$ cat src/rtl/pkd_pkg.sv
package pkd_pkg;

  localparam int unsigned CNT_W = 8;

  typedef logic [CNT_W-1:0] cnt_t;

  typedef enum logic [1:0] {
    HI_IDLE = 2'd0,
    HI_WIDE = 2'd1,
    HI_POST = 2'd2
  } hi_st_e;

  typedef enum logic [1:0] {
    LO_IDLE = 2'd0,
    LO_ON   = 2'd1,
    LO_HOLD = 2'd2
  } lo_st_e;

  // counter value on the cycle a window opens: the opening edge counts its tick
  function automatic cnt_t first_count(logic tk);
    return tk ? cnt_t'(1) : '0;
  endfunction

  // saturating advance on a tick
  function automatic cnt_t tick_adv(cnt_t c, logic tk, cnt_t cap);
    if (tk && (c < cap)) return c + 1'b1;
    return c;
  endfunction

  // this tick completes a window of lim ticks
  function automatic logic tick_hits(cnt_t c, logic tk, cnt_t lim);
    return tk && ((c + 1'b1) >= lim);
  endfunction

  // width classification of a finished high pulse
  function automatic logic width_is_blow(cnt_t w, cnt_t lim);
    return w >= lim;
  endfunction

endpackage

$ cat src/rtl/pkd_edge_front.sv
module pkd_edge_front (
  input  logic clk,
  input  logic rst_n,
  input  logic hi_lvl,
  input  logic lo_lvl,
  input  logic rst_lvl,
  output logic hi_rise,
  output logic lo_rise,
  output logic lvl_exit
);

  logic hi_q;
  logic lo_q;
  logic rst_q;

  always_ff @(posedge clk) begin
    if (!rst_n) begin
      hi_q  <= 1'b0;
      lo_q  <= 1'b0;
      rst_q <= 1'b0;
    end else begin
      hi_q  <= hi_lvl;
      lo_q  <= lo_lvl;
      rst_q <= rst_lvl;
    end
  end

  assign hi_rise  = hi_lvl & ~hi_q & ~rst_lvl;
  assign lo_rise  = lo_lvl & ~lo_q & ~rst_lvl;
  assign lvl_exit = rst_q & ~rst_lvl;

  AST_EXIT_SINGLE: assert property (@(posedge clk) disable iff (!rst_n)
    lvl_exit |=> !lvl_exit);

endmodule

$ cat src/rtl/pkd_hi_shaper.sv
module pkd_hi_shaper
  import pkd_pkg::*;
#(
  parameter int unsigned TAIL_US     = 15,
  parameter int unsigned BLOW_MIN_US = 35,
  parameter int unsigned GUARD_US    = 20
) (
  input  logic clk,
  input  logic rst_n,
  input  logic clr,
  input  logic tick,
  input  logic hi_lvl,
  input  logic start,
  output logic busy,
  output logic hi_win,
  output logic strobe_evt,
  output logic blow_evt,
  output logic fall_evt
);

  localparam cnt_t TAIL_C  = cnt_t'(TAIL_US);
  localparam cnt_t BLOW_C  = cnt_t'(BLOW_MIN_US);
  localparam cnt_t GUARD_C = cnt_t'(GUARD_US);

  hi_st_e st;
  cnt_t   wcnt;
  cnt_t   pcnt;
  logic   strobe_q;
  logic   blow_q;

  assign fall_evt = (st == HI_WIDE) && !hi_lvl;

  always_ff @(posedge clk) begin
    if (!rst_n || clr) begin
      st       <= HI_IDLE;
      wcnt     <= '0;
      pcnt     <= '0;
      strobe_q <= 1'b0;
      blow_q   <= 1'b0;
    end else begin
      strobe_q <= 1'b0;
      blow_q   <= 1'b0;
      unique case (st)
        HI_IDLE: begin
          if (start) begin
            st   <= HI_WIDE;
            wcnt <= first_count(tick);
          end
        end
        HI_WIDE: begin
          if (!hi_lvl) begin
            st       <= HI_POST;
            pcnt     <= first_count(tick);
            blow_q   <= width_is_blow(wcnt, BLOW_C);
            strobe_q <= !width_is_blow(wcnt, BLOW_C);
          end else begin
            wcnt <= tick_adv(wcnt, tick, BLOW_C);
          end
        end
        HI_POST: begin
          if (tick_hits(pcnt, tick, GUARD_C)) st <= HI_IDLE;
          else pcnt <= tick_adv(pcnt, tick, GUARD_C);
        end
        default: st <= HI_IDLE;
      endcase
    end
  end

  assign busy       = (st != HI_IDLE);
  assign hi_win     = (st == HI_WIDE) || ((st == HI_POST) && (pcnt < TAIL_C));
  assign strobe_evt = strobe_q;
  assign blow_evt   = blow_q;

  AST_WIN_FROM_START: assert property (@(posedge clk) disable iff (!rst_n || clr)
    $rose(hi_win) |-> $past(start));
  AST_TAIL_AT_EVENT: assert property (@(posedge clk) disable iff (!rst_n || clr)
    (strobe_evt || blow_evt) |-> hi_win);
  AST_ONE_CLASS: assert property (@(posedge clk) disable iff (!rst_n || clr)
    fall_evt |=> (strobe_evt ^ blow_evt));
  AST_EVT_NEEDS_FALL: assert property (@(posedge clk) disable iff (!rst_n || clr)
    (strobe_evt || blow_evt) |-> $past(fall_evt));
  AST_BLOW_WIDE: assert property (@(posedge clk) disable iff (!rst_n || clr)
    blow_evt |-> ($past(wcnt) >= BLOW_C));
  AST_STROBE_NARROW: assert property (@(posedge clk) disable iff (!rst_n || clr)
    strobe_evt |-> ($past(wcnt) < BLOW_C));

endmodule

$ cat src/rtl/pkd_lo_timer.sv
module pkd_lo_timer
  import pkd_pkg::*;
#(
  parameter int unsigned LEN_US   = 5,
  parameter int unsigned GUARD_US = 6
) (
  input  logic clk,
  input  logic rst_n,
  input  logic clr,
  input  logic tick,
  input  logic lo_lvl,
  input  logic start,
  input  logic start_spur,
  output logic busy,
  output logic spur_win,
  output logic lo_win,
  output logic abort_evt,
  output logic abort_err
);

  localparam cnt_t LEN_C   = cnt_t'(LEN_US);
  localparam cnt_t GUARD_C = cnt_t'(GUARD_US);

  lo_st_e st;
  cnt_t   cnt;
  logic   spur_q;
  logic   err_q;

  assign abort_evt = (st == LO_ON) && !spur_q && !lo_lvl;

  always_ff @(posedge clk) begin
    if (!rst_n || clr) begin
      st     <= LO_IDLE;
      cnt    <= '0;
      spur_q <= 1'b0;
      err_q  <= 1'b0;
    end else begin
      unique case (st)
        LO_IDLE: begin
          if (start || start_spur) begin
            st     <= LO_ON;
            cnt    <= first_count(tick);
            spur_q <= start_spur;
          end
        end
        LO_ON: begin
          cnt <= tick_adv(cnt, tick, GUARD_C);
          if (abort_evt) begin
            st    <= LO_HOLD;
            err_q <= 1'b1;
          end else if (tick_hits(cnt, tick, LEN_C)) begin
            st <= LO_HOLD;
          end
        end
        LO_HOLD: begin
          if (tick_hits(cnt, tick, GUARD_C)) begin
            st     <= LO_IDLE;
            spur_q <= 1'b0;
          end else begin
            cnt <= tick_adv(cnt, tick, GUARD_C);
          end
        end
        default: st <= LO_IDLE;
      endcase
    end
  end

  assign busy      = (st != LO_IDLE);
  assign lo_win    = (st == LO_ON);
  assign spur_win  = spur_q;
  assign abort_err = err_q;

  AST_LEN_BOUND: assert property (@(posedge clk) disable iff (!rst_n || clr)
    lo_win |-> (cnt < LEN_C));
  AST_ABORT_ENDS: assert property (@(posedge clk) disable iff (!rst_n || clr)
    abort_evt |=> (!lo_win && abort_err));
  AST_ERR_STICKY: assert property (@(posedge clk) disable iff (!rst_n || clr)
    abort_err |=> abort_err);
  AST_SPUR_UNCUT: assert property (@(posedge clk) disable iff (!rst_n || clr)
    (lo_win && spur_win && !abort_err) |=> !abort_err);

endmodule

$ cat src/rtl/prog_pulse_decoder.sv
module prog_pulse_decoder
  import pkd_pkg::*;
#(
  parameter int unsigned TAIL_US     = 15,
  parameter int unsigned BLOW_MIN_US = 35,
  parameter int unsigned HI_GUARD_US = 20,
  parameter int unsigned LO_LEN_US   = 5,
  parameter int unsigned LO_GUARD_US = 6
) (
  input  logic clk,
  input  logic rst_n,
  input  logic tick_us,
  input  logic hi_lvl,
  input  logic lo_lvl,
  input  logic rst_lvl,
  output logic strobe_evt,
  output logic blow_evt,
  output logic hi_pulse,
  output logic lo_pulse,
  output logic lo_trunc_err,
  output logic guard_viol
);

  logic hi_rise, lo_rise, lvl_exit;
  logic hi_busy, hi_win, hi_strobe, hi_blow, hi_fall;
  logic lo_busy, spur_win, lo_win, lo_abort, lo_err;
  logic accept_hi, accept_lo, bad_edge;
  logic guard_q;

  pkd_edge_front u_front (
    .clk      (clk),
    .rst_n    (rst_n),
    .hi_lvl   (hi_lvl),
    .lo_lvl   (lo_lvl),
    .rst_lvl  (rst_lvl),
    .hi_rise  (hi_rise),
    .lo_rise  (lo_rise),
    .lvl_exit (lvl_exit)
  );

  // one pulse path at a time; the exit edge belongs to the stray low pulse
  assign accept_hi = hi_rise & ~hi_busy & ~lo_busy & ~lvl_exit;
  assign accept_lo = lo_rise & ~hi_busy & ~lo_busy & ~lvl_exit;
  assign bad_edge  = (hi_rise & ~accept_hi)
                   | (lo_rise & ~accept_lo & ~spur_win & ~lvl_exit);

  pkd_hi_shaper #(
    .TAIL_US     (TAIL_US),
    .BLOW_MIN_US (BLOW_MIN_US),
    .GUARD_US    (HI_GUARD_US)
  ) u_hi (
    .clk        (clk),
    .rst_n      (rst_n),
    .clr        (rst_lvl),
    .tick       (tick_us),
    .hi_lvl     (hi_lvl),
    .start      (accept_hi),
    .busy       (hi_busy),
    .hi_win     (hi_win),
    .strobe_evt (hi_strobe),
    .blow_evt   (hi_blow),
    .fall_evt   (hi_fall)
  );

  pkd_lo_timer #(
    .LEN_US   (LO_LEN_US),
    .GUARD_US (LO_GUARD_US)
  ) u_lo (
    .clk        (clk),
    .rst_n      (rst_n),
    .clr        (rst_lvl),
    .tick       (tick_us),
    .lo_lvl     (lo_lvl),
    .start      (accept_lo),
    .start_spur (lvl_exit),
    .busy       (lo_busy),
    .spur_win   (spur_win),
    .lo_win     (lo_win),
    .abort_evt  (lo_abort),
    .abort_err  (lo_err)
  );

  always_ff @(posedge clk) begin
    if (!rst_n || rst_lvl) guard_q <= 1'b0;
    else if (bad_edge)     guard_q <= 1'b1;
  end

  assign strobe_evt   = hi_strobe & ~rst_lvl;
  assign blow_evt     = hi_blow   & ~rst_lvl;
  assign hi_pulse     = hi_win    & ~rst_lvl;
  assign lo_pulse     = lo_win    & ~rst_lvl;
  assign lo_trunc_err = lo_err    & ~rst_lvl;
  assign guard_viol   = guard_q   & ~rst_lvl;

  AST_PATHS_EXCLUSIVE: assert property (@(posedge clk) disable iff (!rst_n)
    !(hi_busy && lo_busy));
  AST_HI_GUARD_FLAG: assert property (@(posedge clk) disable iff (!rst_n)
    (hi_rise && hi_busy) |=> (guard_viol || rst_lvl));
  AST_LO_GUARD_BLOCK: assert property (@(posedge clk) disable iff (!rst_n)
    (hi_rise && lo_busy && !spur_win) |=> (!hi_pulse && (guard_viol || rst_lvl)));
  AST_LEVEL_CLEARS: assert property (@(posedge clk) disable iff (!rst_n)
    (rst_lvl && $past(rst_lvl)) |-> (!hi_busy && !lo_busy && !guard_q));
  AST_EXIT_STRAY: assert property (@(posedge clk) disable iff (!rst_n)
    $fell(rst_lvl) |=> (lo_pulse || rst_lvl));

endmodule

$ cat config.mk
export PLATFORM = sky130hd
export DESIGN_NAME = prog_pulse_decoder
export DESIGN_NICKNAME = d
export VERILOG_FILES = /design/src/rtl/pkd_pkg.sv /design/src/rtl/pkd_edge_front.sv /design/src/rtl/pkd_hi_shaper.sv /design/src/rtl/pkd_lo_timer.sv /design/src/rtl/prog_pulse_decoder.sv
export SDC_FILE = /design/constraint.sdc
export NUM_CORES = 1
export LEC_CHECK = 0
export BUFFER_PORTS_ARGS = -buffer_cell sky130_fd_sc_hd__buf_2
export CORE_UTILIZATION = 57
export CTS_BUF_LIST = sky130_fd_sc_hd__clkbuf_16
export DETAILED_ROUTE_END_ITERATION = 10
export GPL_TIMING_DRIVEN = 0
export PLACE_DENSITY = 0.77
export SETUP_SLACK_MARGIN = 0.3
export SYNTH_ARGS = -nofsm -noshare
export SYNTH_HDL_FRONTEND = slang
export SYNTH_SLANG_ARGS = --single-unit
$ cat constraint.sdc
create_clock -name clk -period 2.4 [get_ports clk]
set_clock_uncertainty 0.2 [all_clocks]
set_input_delay 0.24 -clock clk [delete_from_list [all_inputs] [get_ports clk]]
set_output_delay 0.24 -clock clk [all_outputs]
set_load 0.02 [all_outputs]
==> impl_metrics.json <==
{
  "period_share_pct": 92.1,
  "viasPerCell": 6.04,
  "synth-seq-cells": 36,
  "avgSynthCellArea_um2": 8.47,
  "syn_inst": 255,
  "cts_tree": "built",
  "instances_no_fill": 332,
  "maxCapViolCount": 0,
  "num_rows": 22,
  "min_period_ps": 2210,
  "drive_above_1_share_pct": 23.6,
  "cp-start-kind": "flop",
  "finalHoldViolations": 0,
  "drt_iter0_drc": 139,
  "switching_share_pct": 23.7,
  "clkPwrFrac_pct": 48.4,
  "gp_congestion": 0.896,
  "ff2ff_path_depth": 5,
  "final_nets": 299,
  "syn_area_mm2": 0.00216,
  "power.switching_uw": 363,
  "p_seq_share_pct": 40.1,
  "grt_antenna_before_repair": 0,
  "synth_ff_type": "dfxtp_1",
  "cp_num_buf_inv": 0,
  "setup_slack_ps": 189,
  "p_per_area_mw_per_mm2": 584,
  "path_cells": "or3b_4, o311a_4, or4_4, a21oi_4, a32o_2",
  "ir_worst_vdd_uv": 356,
  "synth_edf_count": 0,
  "htreeDepth": 2,
  "vias": 2006,
  "r2r_start": "u_front.lo_q",
  "hold_path_class": "input port to flop",
  "end_kind": "flop",
  "relSlewSlack_pct": 61.3,
  "p_comb_share_pct": 11.5,
  "design_area_mm2": 0.00262,
  "initial_utilization_pct": 59.0,
  "clk_pin_slew_ps": 60,
  "cts_root_buffer": "clkbuf_16",
  "cts_buffers": 5,
  "ys_types": 57,
  "ys_seq_area_share_pct": 33.4,
  "crit_start": "u_front.lo_q",
  "fmax_mhz": 452,
  "tns_ps": 0,
  "synthesis.nets": 271,
  "path_delay_family": "simple AND/OR/NAND/NOR gates",
  "place_ws_ps": -45.7,
  "rrSetupSlack_ps": 190,
  "grt_pass1_vias": 1840,
  "setup_viol": 0,
  "crit_path_max_fanout": 5,
  "crit_slowest_cell": "or4_4",
  "async_flop_share_pct": 0,
  "placedCellCount": 314,
  "worstSetupPathType": "flop to flop",
  "grt_pass1_wl_mm": 8.32,
  "globalRoute.totalOverflow": 0,
  "p_leak_uw": 0.00106,
  "critPathMaxStageDelay_ps": 470,
  "wl_per_cell_um": 15.4,
  "die-width_um": 63.6,
  "grt_usage_pct": 25.9,
  "dp_hpwl_mm": 3.51,
  "required_ps": 2420,
  "worstMarginPinSlew_ps": 580,
  "crit_arrival_ps": 2230,
  "grt_max_degree": 13,
  "postRouteAntennaNets": 0,
  "path_depth": 5,
  "clockBufferDepth": 2,
  "slew_violations": 0,
  "die-area_mm2": 0.00404,
  "insertion_delay_ps": 280,
  "n_fill_cell": 282,
  "p_int_uw": 1170,
  "place_area_mm2": 0.00228,
  "r2r_end": "u_lo.cnt[4]",
  "antenna_cells": 0,
  "syn_to_final_growth_pct": 21.4,
  "yosys_warnings": 0,
  "rsz0062_at_grt": "true",
  "core_area_mm2": 0.00366,
  "port-buffer-count": 11,
  "ios": 12,
  "drcViolationCount": 0,
  "die_y_um": 63.6,
  "first_pass_iters": 4,
  "endpoint": "u_lo.cnt[4]",
  "drt-total-wl_mm": 5.12,
  "clkSinkCount": 36,
  "status": "finished, final reports clean"
}
## routing by layer
layer	share of wire, %	vias up	GRT usage, %	wire length [µm]
met2	49	47	43.9	2500
met1	46	946	32.6	2350
met5	0	-	0	0
met4	1.3	0	8.24	68
met3	3.9	8	5.07	202
li1	-	1005	-	-
## kinds of logic after synthesis
| group | count (synthesis) | synth area share, % |
|---|---|---|
| mux | 4 | 1.85 |
| xor+xnor | 8 | 3.24 |
| simple gates | 113 | 28.9 |
| compound gates | 68 | 24.0 |
| fa+ha+maj | 10 | 5.79 |
| flops | 36 | 33.4 |
| buf+inv | 16 | 2.84 |
## final cells by class
class                   instances  area, µm²  area share, %
flip-flops and latches         36        727           27.7
well taps                      48       60.1           2.29
repair buffers                 21        134           5.10
clock buffers                   5        125           4.77
clock inverters                 3       42.5           1.62
multi-input cells             203       1460           55.7
inverters                       6       22.5          0.859
plain buffers                  10       50.0           1.91
## stage by stage
step / hold WS, ps / util (%) / total power [µW]
after floorplan: 138 / - / 737
after global placement: 250 / 62.2 / 772
after detailed placement: 254 / 62.2 / 775
after CTS: 13.7 / 69.9 / 1530
after global routing: 26.1 / 71.6 / 1590
final: 11.0 / 71.6 / 1530
## worst min path at each step
| stage | slack (ps) | depth (start not counted) | from | to |
|---|---|---|---|---|
| after global placement | 250 | 2 | u_lo.abort_err | u_lo.abort_err |
| final | 10 | 2 | lo_lvl | u_front.lo_q |
| after CTS | 10 | 2 | lo_lvl | u_front.lo_q |
| after floorplan | 140 | 1 | tick_us | u_hi.st[1] |
| after global routing | 30 | 2 | rst_n | u_front.hi_q |
| after detailed placement | 250 | 2 | u_lo.abort_err | u_lo.abort_err |
## Yosys cell counts (2+ instances only)
cell type | count | area [µm²]
nand3_1 | 14 | 70.1
a22oi_1 | 2 | 15.0
or2_2 | 2 | 12.5
nor3_1 | 4 | 20.0
nor2_1 | 16 | 60.1
dfxtp_1 | 36 | 721
o41ai_1 | 2 | 17.5
xor2_1 | 2 | 17.5
o21ai_0 | 12 | 60.1
nor2b_1 | 9 | 56.3
nand3b_1 | 2 | 15.0
a311oi_1 | 3 | 26.3
nand2_1 | 28 | 105
o22ai_1 | 5 | 31.3
inv_1 | 6 | 22.5
a21oi_1 | 15 | 75.1
nor4_1 | 2 | 12.5
xnor2_1 | 6 | 52.6
mux2i_1 | 4 | 40.0
nand2b_1 | 7 | 43.8
a32o_2 | 5 | 56.3
ha_1 | 10 | 125
and3_1 | 9 | 56.3
clkbuf_1 | 9 | 33.8
a31oi_1 | 5 | 31.3
and2_1 | 4 | 25.0
nor3b_1 | 4 | 30.0
o21a_1 | 3 | 22.5
## placed cells by master (no fill, tap or decap), types with 2 or more instances in the layout
cell type	count
xnor2_1	6
o22ai_1	4
nor2_1	16
nand3b_1	2
or2_2	2
and3_1	9
o21ai_0	11
xor2_1	2
a21oi_1	15
buf_6	2
nor3_1	4
inv_1	6
nor3b_1	4
nand2b_1	7
a311oi_1	3
nand2_1	28
buf_2	11
nor4_4	2
mux2i_1	4
a22oi_1	2
clkbuf_16	5
ha_1	7
buf_4	9
a32o_2	5
dfxtp_2	5
a31oi_1	4
ha_2	2
and2_1	4
clkbuf_1	7
dfxtp_1	31
nand3_1	13
nor2b_1	8
o21a_1	3
## state kept, by name, summed over array words and instances, names as in the netlist
name / flops
u_lo.cnt: 8
u_hi.blow_evt: 1
u_lo.abort_err: 1
u_hi.st: 2
u_lo.st: 2
u_hi.wcnt: 8
u_lo.spur_win: 1
u_hi.strobe_evt: 1
u_hi.pcnt: 8
guard_q: 1
u_front.rst_q: 1
u_front.lo_q: 1
u_front.hi_q: 1
## power groups by stage
| stage | combinational [µW] | clock (µW) | sequential [µW] |
|---|---|---|---|
| 6_report | 176 | 741 | 615 |
| 2_1_floorplan | 112 | 0 | 625 |
| 5_1_grt | 191 | 779 | 616 |
| 3_5_place_dp | 149 | 0 | 627 |
| 4_1_cts | 165 | 749 | 615 |
| 3_3_place_gp | 146 | 0 | 626 |
## what timing repair did
item | CTS | global route
hold buffers | 0 | 0
pin swaps | 10 | 11
gates resized for setup | 15 | 15
setup buffers | 8 | 2
setup endpoints to repair | 27 | 24
Note: power is estimated with default switching activity, not from simulation.
